$ cat src/rtl/sha512_sched_p1_pkg.sv
package sha512_sched_p1_pkg;
  localparam int unsigned QW        = 64;
  localparam int unsigned ROT_A     = 1;
  localparam int unsigned ROT_B     = 8;
  localparam int unsigned SHIFT_C   = 7;

  typedef logic [QW-1:0] qword_t;

  function automatic qword_t rotr(input qword_t x, input int unsigned n);
    int unsigned k;
    k = n % QW;
    if (k == 0) return x;
    return (x >> k) | (x << (QW - k));
  endfunction

  function automatic qword_t small_sigma0(input qword_t x);
    return rotr(x, ROT_A) ^ rotr(x, ROT_B) ^ (x >> SHIFT_C);
  endfunction
endpackage

$ cat src/rtl/sha512_sched_p1_lane.sv
module sha512_sched_p1_lane
  import sha512_sched_p1_pkg::*;
(
  input  logic [QW-1:0] own_word,
  input  logic [QW-1:0] next_word,
  output logic [QW-1:0] partial
);
  qword_t sig;

  always_comb begin
    sig     = small_sigma0(next_word);
    partial = own_word + sig;
  end
endmodule

$ cat src/rtl/sha512_sched_p1_stage.sv
module sha512_sched_p1_stage #(
  parameter int unsigned DATA_W = 256
) (
  input  logic              clk,
  input  logic              rst,
  input  logic              up_valid,
  output logic              up_ready,
  input  logic [DATA_W-1:0] up_data,
  output logic              dn_valid,
  input  logic              dn_ready,
  output logic [DATA_W-1:0] dn_data
);
  logic              full_q;
  logic [DATA_W-1:0] data_q;
  logic              take;

  always_comb begin
    up_ready = !full_q || dn_ready;
    take     = up_valid && up_ready;
  end

  always_ff @(posedge clk) begin
    if (rst) begin
      full_q <= 1'b0;
      data_q <= '0;
    end else begin
      if (up_ready) full_q <= up_valid;
      if (take)     data_q <= up_data;
    end
  end

  assign dn_valid = full_q;
  assign dn_data  = data_q;
endmodule

$ cat src/rtl/sha512_sched_p1.sv
module sha512_sched_p1
  import sha512_sched_p1_pkg::*;
#(
  parameter int unsigned LANES = 4,
  localparam int unsigned VEC_W  = LANES * QW,
  localparam int unsigned NEXT_W = 2 * QW
) (
  input  logic              clk,
  input  logic              rst,
  input  logic              in_valid,
  output logic              in_ready,
  input  logic [VEC_W-1:0]  words_in,
  input  logic [NEXT_W-1:0] next_in,
  output logic              res_valid,
  input  logic              res_ready,
  output logic [VEC_W-1:0]  res_data
);
  logic [QW-1:0]    w [LANES+1];
  logic [VEC_W-1:0] sums;

  // Only the low word of next_in feeds the last lane.
  logic [QW-1:0] spare_hi;
  assign spare_hi = next_in[NEXT_W-1:QW];

  generate
    for (genvar i = 0; i < LANES; i++) begin : g_word
      assign w[i] = words_in[i*QW +: QW];
    end
  endgenerate
  assign w[LANES] = next_in[QW-1:0];

  generate
    for (genvar i = 0; i < LANES; i++) begin : g_lane
      sha512_sched_p1_lane u_lane (
        .own_word  (w[i]),
        .next_word (w[i+1]),
        .partial   (sums[i*QW +: QW])
      );
    end
  endgenerate

  sha512_sched_p1_stage #(.DATA_W(VEC_W)) u_stage (
    .clk      (clk),
    .rst      (rst),
    .up_valid (in_valid),
    .up_ready (in_ready),
    .up_data  (sums),
    .dn_valid (res_valid),
    .dn_ready (res_ready),
    .dn_data  (res_data)
  );

  logic unused_ok;
  assign unused_ok = ^spare_hi;
endmodule

$ cat config.mk
export PLATFORM = sky130hd
export DESIGN_NAME = sha512_sched_p1
export DESIGN_NICKNAME = d
export VERILOG_FILES = /design/src/rtl/sha512_sched_p1_pkg.sv /design/src/rtl/sha512_sched_p1_lane.sv /design/src/rtl/sha512_sched_p1_stage.sv /design/src/rtl/sha512_sched_p1.sv
export SDC_FILE = /design/constraint.sdc
export NUM_CORES = 1
export LEC_CHECK = 0
export BUFFER_PORTS_ARGS = -buffer_cell sky130_fd_sc_hd__buf_2
export CAP_MARGIN = 20
export CORE_AREA = 2 2 251 253
export CTS_CLUSTER_DIAMETER = 100
export DETAILED_ROUTE_END_ITERATION = 8
export DIE_AREA = 0 0 253 255
export PLACE_DENSITY = 0.67
export SYNTH_ARGS = -nofsm -noshare
export SYNTH_HDL_FRONTEND = slang
export SYNTH_SLANG_ARGS = --single-unit
$ cat constraint.sdc
create_clock -name clk -period 8.45 [get_ports clk]
set_input_delay 1.69 -clock clk [delete_from_list [all_inputs] [get_ports clk]]
set_output_delay 1.69 -clock clk [all_outputs]
set_load 0.01 [all_outputs]
Word-level counts from Yosys, hierarchy flattened
Cells that the tools add are included.
Widths: inputs -> output; s select.
{"block": "totals", "ff_bits": 257, "latchBits": 0, "ramBits": 0, "mem_bits_ro": 0, "inputBits": 388, "output_inout_bits": 258, "word_cells": 25, "memories": 0}
{"block": "op_classes", "addsub": 4, "mul": 0, "n_div": 0, "n_lt_le_gt_ge": 0, "eq_ne": 0, "shifts": 0, "n_mux": 0, "bitwise": 16, "n_reduce_logical": 3}
{"operator": "$add 64x64->64", "n": 4}
{"operator": "$or 56x64->64", "n": 4}
{"operator": "$or 63x64->64", "n": 4}
{"operator": "$xor 64x57->64", "n": 4}
{"operator": "$xor 64x64->64", "n": 4}
{"operator": "$logic_and 1x1->1", "n": 1}
{"operator": "$logic_not 1->1", "n": 1}
{"operator": "$logic_or 1x1->1", "n": 1}

Longest topological paths before layout
{"block": "depth", "ltp_word": 4, "depth_mapped": 16, "depth_no_buf": 16}

Modules after synthesis
From an unflattened synthesis, not the netlist that was laid out.
{"block": "unflattened", "cells_unflattened": 3967, "hier_area_um2": 31544.0}
{"module": "sha512_sched_p1_stage", "instances": 1, "cells_each": 1171, "area_each_um2": 11093.1, "seq_area_each_um2": 5144.9}
{"module": "sha512_sched_p1_lane (g_lane[3].u_lane)", "instances": 1, "cells_each": 722, "area_each_um2": 5285.1, "seq_area_each_um2": 0.0}
{"module": "sha512_sched_p1_lane (g_lane[1].u_lane)", "instances": 1, "cells_each": 743, "area_each_um2": 5268.8, "seq_area_each_um2": 0.0}
{"module": "sha512_sched_p1_lane (g_lane[2].u_lane)", "instances": 1, "cells_each": 679, "area_each_um2": 5084.9, "seq_area_each_um2": 0.0}
{"module": "sha512_sched_p1_lane (g_lane[0].u_lane)", "instances": 1, "cells_each": 652, "area_each_um2": 4812.1, "seq_area_each_um2": 0.0}

Least setup slack after synthesis
OpenSTA, ideal clock, no wires.
{"block": "synth_timing", "path_type": "input to register", "startpoint": "in words_in[135]", "endpoint": "reg u_stage.data_q[126], in the netlist u_stage.dn_data[126]", "setup_time_ns": 0.120, "arrival_time_ns": 4.888, "required_time_ns": 8.330, "setup_slack_ns": 3.443, "stages": 16, "path_buffers": 0, "cell_sequence": "xnor2_1 xnor2_1 ha_1 inv_1 fa_1 nor2b_1 o31a_1 o311ai_1 o21a_1 nor4_2 nor3_1 o41a_1 o41ai_4 inv_1 o2111a_1 a211o_1"}
{"block": "synth_via", "elab_chain_len": 4}
{"item": "start: declaration", "line": "sha512_sched_p1.sv:12", "source": "input logic [VEC_W-1:0] words_in,"}
{"item": "$or 63x64->64", "line": "sha512_sched_p1_pkg.sv:13", "source": "return (x >> k) | (x << (QW - k));"}
{"item": "$xor 64x64->64", "line": "sha512_sched_p1_pkg.sv:17", "source": "return rotr(x, ROT_A) ^ rotr(x, ROT_B) ^ (x >> SHIFT_C);"}
{"item": "$xor 64x57->64 *", "line": "sha512_sched_p1_pkg.sv:17"}
{"item": "$add 64x64->64 *", "line": "sha512_sched_p1_lane.sv:12", "source": "partial = own_word + sig;"}
{"item": "end signal: assignment", "line": "sha512_sched_p1_stage.sv:28", "source": "if (take) data_q <= up_data;"}
{"item": "end: declaration", "line": "sha512_sched_p1_stage.sv:14", "source": "logic [DATA_W-1:0] data_q;"}
Mark *: on every way between the ends. The rest lies on a longest branch, timed or not.
A chain may end at the register's enable or synchronous reset.

Worst setup path in the final report
{"block": "layout_timing", "startpoint": "in words_in[199]", "endpoint": "reg u_stage.data_q[188], in the netlist u_stage.dn_data[188]"}
Same word-level chain as after synthesis.

==> impl_results.html <==
<table>
<tr><th>Metric</th><th>Value</th></tr>
<tr><th colspan="2">Timing</th></tr>
<tr><td>Fin worst setup slack</td><td>2.942 ns</td></tr>
<tr><td>Number of failing setup endpoints in the final timing report</td><td>0</td></tr>
<tr><td>Worst hold slack</td><td>0.4425 ns</td></tr>
<tr><td>Maximum clock frequency</td><td>181.5 MHz</td></tr>
<tr><td>Unrepaired setup endpoints after global routing</td><td>no</td></tr>
<tr><td>Final Cycle Share</td><td>65.19%</td></tr>
<tr><td>Worst setup skew after layout</td><td>0.01626 ns</td></tr>
<tr><td>Headroom to the max-slew limit</td><td>between 40% and 50%</td></tr>
<tr><td>Setup TNS</td><td>0 ns</td></tr>
<tr><td>Number of failing hold endpoints at the final stage</td><td>0</td></tr>
<tr><td>Final number of max-transition violations</td><td>0</td></tr>
<tr><td>Min Tclk post-route</td><td>around 5.5 ns</td></tr>
<tr><td>Tightest Pin Transition</td><td>0.8578 ns</td></tr>
<tr><th colspan="2">Setup path</th></tr>
<tr><td>Maximum fanout encountered on the critical timing path</td><td>4</td></tr>
<tr><td>Worst Path Arrival</td><td>around 6 ns</td></tr>
<tr><td>Cell breakdown of the critical path</td><td>buf_2, xnor2_1, xnor2_1, ha_1, inv_1, fa_1, nor2b_1, o31a_1, o311ai_1, o211ai_1, a21oi_1, nor3_1, a211oi_1, o21ai_0, nand3_1, mux2i_1, o311ai_0</td></tr>
<tr><td>Critical Path Max Stage Delay</td><td>0.62 ns</td></tr>
<tr><td>Startpoint of the worst setup timing path</td><td>words_in[199]</td></tr>
<tr><td>Category of the most critical setup path</td><td>input pin to flop</td></tr>
<tr><td>Data required time of the worst path</td><td>8.87 ns</td></tr>
<tr><td>Startpoint of the worst-slack reg-to-reg timing path</td><td>u_stage.dn_valid</td></tr>
<tr><td>Kind of start point of the critical path</td><td>input pin</td></tr>
<tr><td>Slowest cell on the critical path</td><td>sky130_fd_sc_hd__o21ai_0</td></tr>
<tr><td>CP Capture Type</td><td>flop</td></tr>
<tr><td>Most repeated library cell on the critical path</td><td>sky130_fd_sc_hd__xnor2_1</td></tr>
<tr><td>Depth of the worst register-to-register path</td><td>6</td></tr>
<tr><th colspan="2">Floorplanning</th></tr>
<tr><td>Number of top-level pins</td><td>646</td></tr>
<tr><td>Chip Height</td><td>255 µm</td></tr>
<tr><td>Horizontal die dimension</td><td>253 µm</td></tr>
<tr><td>Effective utilization at floorplan</td><td>43.64%</td></tr>
<tr><td>FP Rows</td><td>92</td></tr>
<tr><td>Area of the placeable core</td><td>about 62000 µm²</td></tr>
<tr><td>Die area</td><td>roughly 65000 µm²</td></tr>
<tr><th colspan="2">Final layout</th></tr>
<tr><td>Final net count</td><td>4721</td></tr>
<tr><td>Utilization after layout</td><td>51.05%</td></tr>
<tr><td>Share of post-route cells with drive strength above 1</td><td>16.86%</td></tr>
<tr><td>Final design area excluding fillers</td><td>31740 µm²</td></tr>
<tr><td>Non-Filler Instances</td><td>4885</td></tr>
<tr><td>Post-synthesis to final-layout area growth</td><td>17.00%</td></tr>
<tr><th colspan="2">CTS</th></tr>
<tr><td>Number of buffers created by CTS</td><td>36</td></tr>
<tr><td>Hold buffer count at cts</td><td>0</td></tr>
<tr><td>CTS tree</td><td>built</td></tr>
<tr><td>Number of buffers inserted by post-CTS setup repair</td><td>0</td></tr>
<tr><td>Post-CTS Resized</td><td>0</td></tr>
<tr><td>Clock Tree Root</td><td>sky130_fd_sc_hd__clkbuf_16</td></tr>
<tr><td>Buffer depth of the longest clock path</td><td>3</td></tr>
<tr><td>CTS clock-pin slew for the worst setup and hold paths</td><td>about 0.060 ns</td></tr>
<tr><td>H-tree levels</td><td>2</td></tr>
<tr><td>Clock sinks</td><td>257</td></tr>
<tr><td>Worst-Skew Late Latency</td><td>0.58 ns</td></tr>
<tr><th colspan="2">Route</th></tr>
<tr><td>DRT iter0 DRCs</td><td>around 1800</td></tr>
<tr><td>Total length of routed wires</td><td>107800 µm</td></tr>
<tr><td>Via count</td><td>roughly 28000</td></tr>
<tr><td>Detailed-route wire length per cell</td><td>22.06 µm</td></tr>
<tr><td>Number of vias per cell</td><td>5.730</td></tr>
<tr><td>Number of detailed-routing iterations run before antenna repair</td><td>6</td></tr>
<tr><td>Antenna-violating nets left</td><td>0</td></tr>
<tr><td>DRC Markers</td><td>0</td></tr>
<tr><th colspan="2">Yosys</th></tr>
<tr><td>Sequential fraction of the synthesis area</td><td>18.97%</td></tr>
<tr><td>Seq cells post-synth</td><td>257</td></tr>
<tr><td>Number of instances in the synthesized netlist</td><td>roughly 3600</td></tr>
<tr><td>Netlist Area Pre-Place</td><td>about 27000 µm²</td></tr>
<tr><td>Count of flip-flops with a built-in enable after synthesis</td><td>0</td></tr>
<tr><td>Count of cell types in the netlist</td><td>80</td></tr>
<tr><td>Async set-reset flop share out of synthesis</td><td>0%</td></tr>
<tr><td>Synth Warn #</td><td>0</td></tr>
<tr><td>Synthesized net count</td><td>4253</td></tr>
<tr><td>Primary FF master, synth</td><td>sky130_fd_sc_hd__dfxtp_1</td></tr>
<tr><td>Post-Synthesis Mean Instance Area</td><td>approximately 7.6 µm²</td></tr>
<tr><th colspan="2">Worst hold path</th></tr>
<tr><td>Worst hold path class</td><td>flop to flop</td></tr>
<tr><td>Worst min-delay path startpoint</td><td>u_stage.dn_data[46]</td></tr>
<tr><td>Number of instances on the worst hold path</td><td>2</td></tr>
<tr><th colspan="2">Placed design</th></tr>
<tr><td>RePlAce Congestion</td><td>0.9524</td></tr>
<tr><td>Pre-CTS setup slack</td><td>2.335 ns</td></tr>
<tr><td>HPWL after DPL</td><td>between 80000 and 90000 µm</td></tr>
<tr><td>Instance count after placement with tap cells included</td><td>4814</td></tr>
<tr><td>Total placed instance area</td><td>30520 µm²</td></tr>
<tr><td>Port-buffer cells</td><td>581</td></tr>
<tr><th colspan="2">GRT</th></tr>
<tr><td>Pin count of the biggest net entering global routing</td><td>77</td></tr>
<tr><td>Wire length of the first global-routing pass</td><td>157600 µm</td></tr>
<tr><td>Antenna violations before repair</td><td>6</td></tr>
<tr><td>Via count of the first global-routing pass</td><td>26720</td></tr>
<tr><td>Total overflow reported by the global router</td><td>0</td></tr>
<tr><td>Total track usage</td><td>32.00%</td></tr>
<tr><th colspan="2">Power</th></tr>
<tr><td>Tot Pwr</td><td>6.672 mW</td></tr>
<tr><td>Worst supply voltage drop on vdd</td><td>0.1364 mV</td></tr>
<tr><td>Pleak</td><td>between 10 and 15 nW</td></tr>
<tr><td>Power per cell area</td><td>210.2 nW/µm²</td></tr>
<tr><th colspan="2">Run status</th></tr>
<tr><td>Status</td><td>complete, no violations</td></tr>
<tr><th colspan="2">Flow run</th></tr>
<tr><td>Max-cap violation count</td><td>0</td></tr>
</table>
worst paths after layout:
kind	endpoint	slack, ns
max	u_stage.dn_data[188]	2.94
min	u_stage.dn_data[46]	0.44
max reg2reg	u_stage.dn_data[182]	5.75
min reg2reg	u_stage.dn_data[46]	0.44
worst max-delay path: cells and delay by family:
kind            cells  cell delay, ns
fa+ha+maj           2            0.68
compound gates      7            1.74
mux                 1            0.17
simple gates        3            0.86
buf+inv             2            0.26
xor+xnor            2            0.52
cell type report:
type,count,area [µm²]
antenna,6,15.01
clock buffer,46,1020
clock inverter,19,180.2
fill,6239,30420
inverter,79,296.5
multi-input combinational,3089,21100
sequential,257,5145
tap,799,999.7
timing repair buffer,590,2982
synth_stat cells (all sizes together), types with 9 or more instances:
cell      n  area (µm²)
a211oi   44       330.3
a21boi   13       97.59
a21o    135        1013
a21oi   436        2186
a221oi   10       87.58
a22o      9       78.83
a31o      9       78.83
a31oi    27       168.9
and2     17       106.4
and3     24       150.1
and4     10       87.58
clkbuf  153       574.3
dfxtp   257        5145
ha      276        3453
inv      79       296.5
nand2   511        1918
nand2b   20       125.1
nand3    57       285.3
nand4    72       450.4
nor2    161       604.3
nor2b    23       143.9
nor3     39       195.2
nor4     12       81.33
o211ai   21       162.6
o21a     23       172.7
o21ai   238        1202
o21bai   56       420.4
o31a      9       78.83
o31ai    15       126.4
o41ai     9       120.1
or3      17       106.4
xnor2   592        5185
xor2    112       980.9
metal layers:
metal	vias up	wire, µm	GRT usage [%]
li1	13670	-	-
met1	13110	43940	38.63
met2	1009	50970	55.39
met3	207	7495	5.248
met4	0	5345	15.28
met5	-	0	0
placed cells by master, fill, tap and decap left out, types with 10 or more instances in the layout:
master,instances
sky130_fd_sc_hd__clkbuf_16,37
sky130_fd_sc_hd__ha_1,276
sky130_fd_sc_hd__nand3_1,57
sky130_fd_sc_hd__o21ai_0,221
sky130_fd_sc_hd__a31oi_1,27
sky130_fd_sc_hd__nand2_1,509
sky130_fd_sc_hd__o21a_1,23
sky130_fd_sc_hd__and3_1,24
sky130_fd_sc_hd__a221oi_1,10
sky130_fd_sc_hd__nor2_1,160
sky130_fd_sc_hd__nor2b_1,23
sky130_fd_sc_hd__nand2b_1,20
sky130_fd_sc_hd__a21boi_0,10
sky130_fd_sc_hd__inv_1,79
sky130_fd_sc_hd__and2_1,14
sky130_fd_sc_hd__o211ai_1,20
sky130_fd_sc_hd__nor3_1,39
sky130_fd_sc_hd__nand4_1,72
sky130_fd_sc_hd__a21o_1,135
sky130_fd_sc_hd__xor2_1,112
sky130_fd_sc_hd__nor4_1,11
sky130_fd_sc_hd__xnor2_1,592
sky130_fd_sc_hd__and4_1,10
sky130_fd_sc_hd__o21ai_1,14
sky130_fd_sc_hd__a211oi_1,44
sky130_fd_sc_hd__a21oi_1,435
sky130_fd_sc_hd__dfxtp_1,257
sky130_fd_sc_hd__buf_2,580
sky130_fd_sc_hd__o31ai_1,14
sky130_fd_sc_hd__or3_1,17
sky130_fd_sc_hd__o21bai_1,56
flip-flops by register name (all words and copies together) (netlist names):
| signal | flops |
|---|---|
| u_stage.dn_data | 256 |
| u_stage.dn_valid | 1 |
kinds of logic (layout without fill, tap and decap cells):
group	count (synthesis)	in the layout	synth area share (%)
AOI/OAI and AO/OA	1122	1122	25.63
and+or+nand+nor	981	981	16.25
xor gates and xnor gates	704	704	22.73
adders and majority gates	280	280	13.03
DFF	257	257	18.97
buffers and inverters	239	734	3.321
muxes	2	2	0.07381
other	0	6	0
power breakdown:
group / total [mW] / leakage [nW] / switching, mW / internal [mW]
sequential: 1.52 / 2.12 / 0.105 / 1.41
combinational: 3.57 / 11.2 / 2.15 / 1.41
clock: 1.59 / 0.594 / 0.663 / 0.924
No activity file was read; power rests on OpenSTA's default activity.
